--- src/rtl/ehk_pkg.sv ---
package ehk_pkg;
    typedef enum logic {
        ST_IDLE = 1'b0,
        ST_WAIT = 1'b1
    } ehk_state_e;
endpackage

--- src/rtl/ehk_range_decode.sv ---
module ehk_range_decode #(
    parameter int OPC_W = 6,
    parameter int LO    = 56,
    parameter int HI    = 59
) (
    input  logic             valid,
    input  logic [OPC_W-1:0] opcode,
    output logic             hit
);
    localparam logic [OPC_W-1:0] LO_C = OPC_W'(LO);
    localparam logic [OPC_W-1:0] HI_C = OPC_W'(HI);

    always_comb begin
        hit = valid && (opcode >= LO_C) && (opcode <= HI_C);
    end
endmodule

--- src/rtl/ehk_wb_select.sv ---
module ehk_wb_select #(
    parameter int REG_AW = 5,
    parameter int DATA_W = 32
) (
    input  logic              ext_wr,
    input  logic              host_wr,
    input  logic [REG_AW-1:0] ext_addr,
    input  logic [DATA_W-1:0] ext_data,
    input  logic [REG_AW-1:0] host_addr,
    input  logic [DATA_W-1:0] host_data,
    output logic              sel_en,
    output logic [REG_AW-1:0] sel_addr,
    output logic [DATA_W-1:0] sel_data
);
    // Widened writeback mux: layer result wins, host path second, else idle.
    always_comb begin
        sel_en   = 1'b0;
        sel_addr = '0;
        sel_data = '0;
        if (ext_wr) begin
            sel_en   = 1'b1;
            sel_addr = ext_addr;
            sel_data = ext_data;
        end else if (host_wr) begin
            sel_en   = 1'b1;
            sel_addr = host_addr;
            sel_data = host_data;
        end
    end
endmodule

--- src/rtl/ehk_hook.sv ---
module ehk_hook
    import ehk_pkg::*;
#(
    parameter int OPC_W  = 6,
    parameter int REG_AW = 5,
    parameter int DATA_W = 32,
    parameter int RSV_LO = 56,
    parameter int RSV_HI = 59
) (
    input  logic              clk,
    input  logic              rst_n,
    input  logic              layer_present,
    input  logic              iss_valid,
    input  logic [OPC_W-1:0]  iss_opcode,
    input  logic [REG_AW-1:0] iss_src_a,
    input  logic [REG_AW-1:0] iss_src_b,
    input  logic [REG_AW-1:0] iss_dst,
    input  logic [DATA_W-1:0] iss_val_a,
    input  logic [DATA_W-1:0] iss_val_b,
    input  logic              host_wr_en,
    input  logic [DATA_W-1:0] host_wr_data,
    input  logic              host_mem_en,
    input  logic              ext_claim,
    input  logic              ext_done,
    input  logic              ext_res_valid,
    input  logic [DATA_W-1:0] ext_res_data,
    output logic              rsv_hit,
    output logic              mem_en,
    output logic              ext_req,
    output logic [OPC_W-1:0]  ext_opcode,
    output logic [REG_AW-1:0] ext_src_a,
    output logic [REG_AW-1:0] ext_src_b,
    output logic [REG_AW-1:0] ext_dst,
    output logic [DATA_W-1:0] ext_op_a,
    output logic [DATA_W-1:0] ext_op_b,
    output logic              pipe_hold,
    output logic              wb_en,
    output logic [REG_AW-1:0] wb_addr,
    output logic [DATA_W-1:0] wb_data
);
    localparam logic [REG_AW-1:0] ZERO_REG = '0;

    typedef struct packed {
        ehk_state_e        state;
        logic [OPC_W-1:0]  opc;
        logic [REG_AW-1:0] sa;
        logic [REG_AW-1:0] sb;
        logic [REG_AW-1:0] dst;
        logic [DATA_W-1:0] a;
        logic [DATA_W-1:0] b;
        logic              wb_en;
        logic [REG_AW-1:0] wb_addr;
        logic [DATA_W-1:0] wb_data;
    } hook_regs_t;

    hook_regs_t r_d, r_q;

    logic              idle, offer, take, active, retire;
    logic              ext_wr, host_wr;
    logic [REG_AW-1:0] dst_sel;
    logic              sel_en;
    logic [REG_AW-1:0] sel_addr;
    logic [DATA_W-1:0] sel_data;

    ehk_range_decode #(.OPC_W(OPC_W), .LO(RSV_LO), .HI(RSV_HI)) u_dec (
        .valid  (iss_valid),
        .opcode (iss_opcode),
        .hit    (rsv_hit)
    );

    ehk_wb_select #(.REG_AW(REG_AW), .DATA_W(DATA_W)) u_wb (
        .ext_wr    (ext_wr),
        .host_wr   (host_wr),
        .ext_addr  (dst_sel),
        .ext_data  (ext_res_data),
        .host_addr (iss_dst),
        .host_data (host_wr_data),
        .sel_en    (sel_en),
        .sel_addr  (sel_addr),
        .sel_data  (sel_data)
    );

    always_comb begin
        idle    = (r_q.state == ST_IDLE);
        offer   = rsv_hit && layer_present && idle;
        take    = offer && ext_claim;
        active  = layer_present && (take || !idle);
        retire  = active && ext_done;
        dst_sel = idle ? iss_dst : r_q.dst;
        ext_wr  = retire && ext_res_valid && (dst_sel != ZERO_REG);
        host_wr = idle && iss_valid && !rsv_hit && host_wr_en;

        mem_en     = host_mem_en && !rsv_hit;
        ext_req    = offer;
        pipe_hold  = active && !ext_done;
        ext_opcode = idle ? iss_opcode : r_q.opc;
        ext_src_a  = idle ? iss_src_a  : r_q.sa;
        ext_src_b  = idle ? iss_src_b  : r_q.sb;
        ext_dst    = dst_sel;
        ext_op_a   = idle ? iss_val_a  : r_q.a;
        ext_op_b   = idle ? iss_val_b  : r_q.b;

        r_d         = r_q;
        r_d.state   = pipe_hold ? ST_WAIT : ST_IDLE;
        if (take) begin
            r_d.opc = iss_opcode;
            r_d.sa  = iss_src_a;
            r_d.sb  = iss_src_b;
            r_d.dst = iss_dst;
            r_d.a   = iss_val_a;
            r_d.b   = iss_val_b;
        end
        r_d.wb_en   = sel_en;
        r_d.wb_addr = sel_addr;
        r_d.wb_data = sel_data;
    end

    always_ff @(posedge clk) begin
        if (!rst_n) begin
            r_q <= '{state: ST_IDLE, default: '0};
        end else begin
            r_q <= r_d;
        end
    end

    assign wb_en   = r_q.wb_en;
    assign wb_addr = r_q.wb_addr;
    assign wb_data = r_q.wb_data;

    a_r1_hit_needs_valid: assert property (@(posedge clk) disable iff (!rst_n)
        rsv_hit |-> iss_valid);

    a_r2_reserved_no_mem: assert property (@(posedge clk) disable iff (!rst_n)
        rsv_hit |-> !mem_en);

    a_r3_unclaimed_no_write: assert property (@(posedge clk) disable iff (!rst_n)
        (ext_req && !ext_claim) |=> !wb_en);

    a_r5_no_offer_while_held: assert property (@(posedge clk) disable iff (!rst_n)
        $past(pipe_hold) |-> !ext_req);

    a_r5_ops_stable_in_wait: assert property (@(posedge clk) disable iff (!rst_n)
        ($past(pipe_hold) && pipe_hold) |-> ($stable(ext_op_a) && $stable(ext_op_b) && $stable(ext_dst)));

    a_r6_result_written: assert property (@(posedge clk) disable iff (!rst_n)
        ($past(pipe_hold) && layer_present && ext_done && ext_res_valid && ext_dst != ZERO_REG)
        |=> (wb_en && wb_data == $past(ext_res_data) && wb_addr == $past(ext_dst)));

    a_r8_absent_quiet: assert property (@(posedge clk) disable iff (!rst_n)
        !layer_present |-> (!ext_req && !pipe_hold));
endmodule

--- config.mk ---
export PLATFORM = sky130hd
export DESIGN_NAME = ehk_hook
export DESIGN_NICKNAME = d
export VERILOG_FILES = /design/src/rtl/ehk_pkg.sv /design/src/rtl/ehk_range_decode.sv /design/src/rtl/ehk_wb_select.sv /design/src/rtl/ehk_hook.sv
export SDC_FILE = /design/constraint.sdc
export NUM_CORES = 1
export LEC_CHECK = 0
export ABC_CLOCK_PERIOD_IN_PS = 2100
export BUFFER_PORTS_ARGS = -buffer_cell sky130_fd_sc_hd__buf_4
export CELL_PAD_IN_SITES_DETAIL_PLACEMENT = 1
export CELL_PAD_IN_SITES_GLOBAL_PLACEMENT = 1
export CORE_ASPECT_RATIO = 0.75
export CORE_UTILIZATION = 33
export CTS_CLUSTER_SIZE = 30
export DETAILED_ROUTE_END_ITERATION = 8
export GPL_TIMING_DRIVEN = 0
export PLACE_DENSITY_LB_ADDON = 0.1
export SYNTH_ARGS = -nofsm -noshare
export SYNTH_HDL_FRONTEND = slang
export SYNTH_HIERARCHICAL = 1
export SYNTH_SLANG_ARGS = --single-unit
--- constraint.sdc ---
create_clock -name clk -period 2.1 [get_ports clk]
set_input_delay 0.315 -clock clk [delete_from_list [all_inputs] [get_ports clk]]
set_output_delay 0.315 -clock clk [all_outputs]
set_load 0.02 [all_outputs]
### After elaboration in Yosys (flattened, before gate mapping)

Cells that the tools add are included.
W data, S select, Z words.

| operators by class | value |
|---|---|
| bitwise operators | 1 |
| multipliers | 0 |
| shifts and indexed selects | 0 |
| multiplexer cells | 13 |
| $lt $le $gt $ge | 2 |
| equal/unequal tests | 0 |
| reductions and logical operators | 18 |
| add/sub/neg operators | 0 |
| divide/modulo/power cells | 0 |

Operators with widths:

| operator | count |
|---|---|
| $mux W32 | 4 |
| $mux W5 | 5 |
| $logic_and A1 B1 Y1 | 14 |
| $ge A6 B6 Y1 const B | 1 |
| $le A6 B6 Y1 const B | 1 |
| $mux W6 | 1 |
| $reduce_bool A5 Y1 | 1 |
| $mux W1 | 3 |
| $logic_not A1 Y1 | 2 |
| $logic_or A1 B1 Y1 | 1 |
| $not A1 Y1 | 1 |

| storage, ports and cells | value |
|---|---|
| bits in registers | 124 |
| memory bits (read-only) | 0 |
| latch bits | 0 |
| input bits | 158 |
| memory bits (writable) | 0 |
| output and inout port bits | 127 |
| word-level logic and storage cells | 44 |
| memories | 0 |

### Longest topological paths before layout

| depth | value |
|---|---|
| depth in word-level cells | 12 |
| gate-level depth with buffers | 10 |

### By module

Netlist, hierarchy kept.

Modules (own cells, without submodules):

| module | cells an instance | area an instance (µm²) | instances |
|---|---|---|---|
| ehk_hook | 596 | 5545.3 | 1 |
| ehk_wb_select | 51 | 401.6 | 1 |
| ehk_range_decode | 2 | 16.3 | 1 |

### Worst setup path before layout

Ideal clock, no wire load.

| path | value |
|---|---|
| kind | input -> register |
| start point | input iss_valid |
| end point | register r_q, in the netlist wb_data[10] |
| stages | 10 |
| buffers on the path | 2 |
| library setup time | 115 ps |
| path slack | 64 ps |
| data arrival time | 1921 ps |
| cells stage by stage | nand2_1 and4bb_2 a21oi_1 nand4b_1 a21oi_1 nor2b_1 buf_4 buf_6 a22o_1 and2_1 |

| between the ends | value |
|---|---|
| longest elaborated chain between the ends | 11 |

RTL lines:

| element | RTL line | RTL |
|---|---|---|
| start: declaration | ehk_hook.sv:13 | `input logic iss_valid,` |
| $logic_and A1 B1 Y1 (2 in series) | ehk_range_decode.sv:14 | `hit = valid && (opcode >= LO_C) && (opcode <= HI_C);` |
| named net rsv_hit | ehk_hook.sv:27 | `output logic rsv_hit,` |
| $logic_and A1 B1 Y1 (2 in series) | ehk_hook.sv:85 | `offer = rsv_hit && layer_present && idle;` |
| $logic_and A1 B1 Y1 | ehk_hook.sv:86 | `take = offer && ext_claim;` |
| $logic_or A1 B1 Y1 | ehk_hook.sv:87 | `active = layer_present && (take \|\| !idle);` |
| $logic_and A1 B1 Y1 | ehk_hook.sv:87 |  |
| $logic_and A1 B1 Y1 | ehk_hook.sv:88 | `retire = active && ext_done;` |
| $logic_and A1 B1 Y1 (2 in series) | ehk_hook.sv:90 | `ext_wr = retire && ext_res_valid && (dst_sel != ZERO_REG);` |
| named net ext_wr | ehk_hook.sv:59 | `logic ext_wr, host_wr;` |
| $mux W32 | ehk_wb_select.sv:20 | `if (ext_wr) begin` |
| named net sel_data[10] | ehk_hook.sv:63 | `logic [DATA_W-1:0] sel_data;` |
| end signal: assignment | ehk_hook.sv:122 | `r_q <= r_d;` |
| end: declaration | ehk_hook.sv:56 | `hook_regs_t r_d, r_q;` |

The timed path passes the listed nets, and every way through them passes these cells.
A chain may end at the register's enable or synchronous reset.

### Worst setup path after layout

| path | value |
|---|---|
| start point | register r_q[123] (netlist bit) |
| end point | register r_q, in the netlist wb_data[28] |

| between the ends | value |
|---|---|
| longest elaborated chain between the ends | 9 |

RTL lines:

| element | RTL line | RTL |
|---|---|---|
| $not A1 Y1 | ehk_hook.sv:84 | `idle = (r_q.state == ST_IDLE);` |
| $logic_and A1 B1 Y1 | ehk_hook.sv:85 |  |
| $logic_and A1 B1 Y1 | ehk_hook.sv:86 |  |
| $logic_or A1 B1 Y1 | ehk_hook.sv:87 |  |
| $logic_and A1 B1 Y1 | ehk_hook.sv:87 |  |
| $logic_and A1 B1 Y1 | ehk_hook.sv:88 |  |
| $logic_and A1 B1 Y1 | ehk_hook.sv:90 |  |
| $logic_and A1 B1 Y1 * | ehk_hook.sv:90 |  |
| named net ext_wr | ehk_hook.sv:59 |  |
| $mux W32 * | ehk_wb_select.sv:20 |  |
| named net sel_data[28] | ehk_hook.sv:63 |  |

Mark *: on every way through the listed nets, which the timed path passes. The rest lies on a longest branch.

==> reports/results.env <==
SYN-INSTANCE-COUNT=649
EFFECTIVE_UTILIZATION_AT_FLOORPLAN_PCT=33.77
DRT-PASS1-ITER-COUNT=4
POWER.IR.VDD_WORST_mV=0.3861
ANTENNADIODECOUNT=0
TOP_LAYER_USED='met4'
POWER_PER_CELL_AREA_nW_PER_UM2=691.9
MAPPED_AREA_SQ_UM=5963
TIMING.MAX_CAP.VIOLATIONS=0
FINAL_LAYOUT_SIZE_SUFFIX_GT1_SHARE_PCT=50.41
POSTLAYOUTCOREUTIL_PCT=52.71
MET3_LENGTH_MM=1.333
DP_HPWL_MM=14.82
MIN_PERIOD_OVER_PERIOD_PCT=97.78
DIE_HEIGHT_MICRONS=118.4
WL_MM=19.96
DPL-INSTANCE-AREA_SQ_UM=8391
CP-START-KIND='flip-flop'
WORSTPATHARRIVAL_NS=2.36
VIASPERCELL=4.699
DIEAREA_SQ_UM=18620
COUNT_OF_FLIP_FLOPS_WITH_A_BUILT_IN_ENABLE_AFTER_SYNTHESIS=0
YS_FF_LATCH=124
MAX_SLEW_VIO_COUNT=0
SYNTH_TOP_CELLS_BY_AREA='sky130_fd_sc_hd__dfxtp_1, sky130_fd_sc_hd__mux2_2, sky130_fd_sc_hd__nand2_1, sky130_fd_sc_hd__a21boi_1, sky130_fd_sc_hd__buf_4'
WORST_CLOCK_SKEW_NS=0.007648
DRT.ANTENNA.VIOLATING_NETS=0
POST-ROUTE-DRC-COUNT=0
SYNTH_NETS=807
TIMING.HOLD.WORST.START='iss_val_a[9]'
CP.REQUIRED_NS=2.41
MAXSLEWHEADROOM_PCT=67.81
SYNTH_AREA_PER_CELL_SQ_UM=9.188
FINALHOLDVIOLCOUNT=0
GRT_FIRST_PASS_WIRELENGTH_MM=30.13
TOP_LEVEL_PORTS=285
SYNTHDOMINANTCELLAREASHARE_PCT=41.63
ACHIEVABLE-FREQUENCY_MHz=487.0
CRIT-REG2REG-LAUNCH='r_q[123]$_SDFF_PN0_'
PATH_CLK_SLEW_NS=0.06
RSZ_0062_RAISED_AFTER_GLOBAL_ROUTING='yes'
DETAIL_ROUTE.WL_PER_CELL_MICRONS=16.38
HOLD_PATH_CLASS='input pin to flip-flop'
YOSYS.CELL_TYPES.COUNT=23
SYN2LAYOUT_AREA_GROWTH_PCT=56.08
CRIT_PATH_END_KIND='flip-flop'
GRT_USE_TOTAL_PCT=21.08
ANTENNA_FOUND_INITIAL=0
CLOCKROOTBUFFER='sky130_fd_sc_hd__clkbuf_16'
LARGEST_NET_DEGREE_AT_THE_START_OF_GLOBAL_ROUTING=17
DRTITER0DRC=171
ROUTE.VIAS.TOTAL=5723
CLOCK_TREE_FROM_TRITONCTS='done'
TIMING.CRITICAL_PATH.FROM='r_q[123]$_SDFF_PN0_'
WORSTMARGINPINSLEW_NS=0.4829
WIRELENGTH_MET1_MM=8.867
SYNTH-MAIN-FF-CELL='sky130_fd_sc_hd__dfxtp_1'
VIA_COUNT_OF_THE_FIRST_GLOBAL_ROUTING_PASS=5994
WORSTPATHMAXFANOUT=8
GP_ROUTABILITY_CONGESTION=0.7675
SYNTH.LARGEST_AREA_CELL='sky130_fd_sc_hd__dfxtp_1'
NUMBER_OF_SINKS_HANDLED_BY_CLOCK_TREE_SYNTHESIS=124
LAYOUT.CELL_AREA.NON_FILLER_SQ_UM=9308
NUMBER_OF_CORE_ROWS=42
FINALNETCOUNT=1121
GR-TOTAL-OVERFLOW=0
SYNTH-ASYNC-RESET-RATIO_PCT=0
NETLIST_TOP_CELLS_COUNT='sky130_fd_sc_hd__nand2_1, sky130_fd_sc_hd__dfxtp_1, sky130_fd_sc_hd__mux2_2, sky130_fd_sc_hd__a21boi_1, sky130_fd_sc_hd__buf_4'
CTSLONGESTPATHBUFFERS=2
TIMING.SETUP.CRITICAL_PATH_CLASS='flip-flop to flip-flop'
COREAREA_SQ_UM=17660
YS.WARNINGS.COUNT=6
CTSHTREEMAXLEVEL=4
FINALSETUPVIOLCOUNT=0
FLOORPLAN.DIE.WIDTH_MICRONS=157.2
NUMBER_OF_BUFFERS_INSERTED_DURING_CLOCK_TREE_SYNTHESIS=17
YOSYS.CELL_COUNT.TOP_TYPE='sky130_fd_sc_hd__nand2_1'
MET2_LENGTH_MM=9.447
SYNTH_SEQUENTIAL_AREA_RATIO_PCT=41.63
STATUS='completed'
NUMPORTBUFFERS=283
POWER.STATIC_LEAKAGE_nW=4.066
FINAL.MIN_CLOCK_PERIOD_NS=2.053
CLOCK_LATENCY_NS=0.42
==> cell families after synthesis <==
kind of cell | count (synthesis) | share of synthesized area, %
compound gates | 125 | 16.30
buf+inv | 87 | 9.274
mux | 85 | 16.05
simple gates | 228 | 16.74
flops | 124 | 41.63
==> area by class of cell <==
type	instances	area [sq um]
clock inverters	11	165.2
fillers	2068	8349
plain buffers	87	633.1
flip-flops and latches	124	2484
multi-input cells	438	2977
clock buffers	21	470.5
repair buffers	295	2276
well taps	242	302.8
==> flip-flops by register name (all words and copies together), names as in the netlist <==
signal	count
wb_en	1
wb_data	32
r_q	86
wb_addr	5
==> layer usage <==
layer	GRT usage [%]	vias up
met5	0	-
met4	6.675	0
met3	6.197	22
met2	36.45	171
met1	24.81	2739
li1	-	2791
==> critical path, cell delays in order, from the launching register on <==
cell                        delay [ns]
sky130_fd_sc_hd__dfxtp_2          0.36
sky130_fd_sc_hd__buf_6            0.13
sky130_fd_sc_hd__buf_12           0.13
sky130_fd_sc_hd__a21oi_4          0.03
sky130_fd_sc_hd__nand4b_1         0.28
sky130_fd_sc_hd__a21oi_4          0.29
sky130_fd_sc_hd__nor2b_4          0.08
sky130_fd_sc_hd__buf_8            0.16
sky130_fd_sc_hd__clkbuf_16        0.16
sky130_fd_sc_hd__a22o_1           0.18
sky130_fd_sc_hd__and2_1           0.15
==> where the power goes <==
part | internal, W | switching (W) | total (W)
clock | 0.00208 | 0.00110 | 0.00317
sequential | 0.00238 | 0.00000891 | 0.00239
combinational | 0.000494 | 0.000384 | 0.000879
total | 0.00495 | 0.00149 | 0.00644
==> final timing paths <==
path	slack, ns	cells after the start	to
worst max-delay path	0.05	10	wb_data[28]$_SDFF_PN0_
worst min-delay path	0.15	3	r_q[79]$_SDFFE_PN0P_
worst max register to register	0.05	10	wb_data[28]$_SDFF_PN0_
worst min register to register	0.45	2	r_q[73]$_SDFFE_PN0P_
==> cells in the final DEF, fill, tap and decap left out, drive strengths merged <==
master	count
bufinv	4
nand2	176
nor2	1
o21ai	2
nor3	3
a21o	1
nor2b	2
clkinvlp	1
nor3b	1
or2	1
a21boi	85
mux2	85
and3b	1
and4bb	1
and4b	1
a21oi	2
clkbuf	39
dfxtp	124
nand4b	2
and2	39
a22o	35
clkinv	6
buf	364
==> metrics by stage <==
stage	hold slack (ns)	setup TNS, ns	cells	total power (W)	worst slack [ns]
4_1_cts	0.1354	0	1206	0.006474	0.005742
6_report	0.1497	0	1218	0.006440	0.04667
3_5_place_dp	0.4443	-13.38	1174	0.003285	-0.3891
5_1_grt	0.1447	-0.4140	1218	0.006651	-0.02463
3_3_place_gp	0.4369	-12.51	1174	0.003272	-0.3673
2_1_floorplan	0.4316	0	649	0.002811	0.06450
==> timing repair <==
item	in CTS	in global routing
gates cloned	0	5
setup endpoints to repair	88	93
resized for setup	17	28
setup buffers	0	7
hold buffers	0	0
Note: power is estimated with default switching activity, not from simulation.
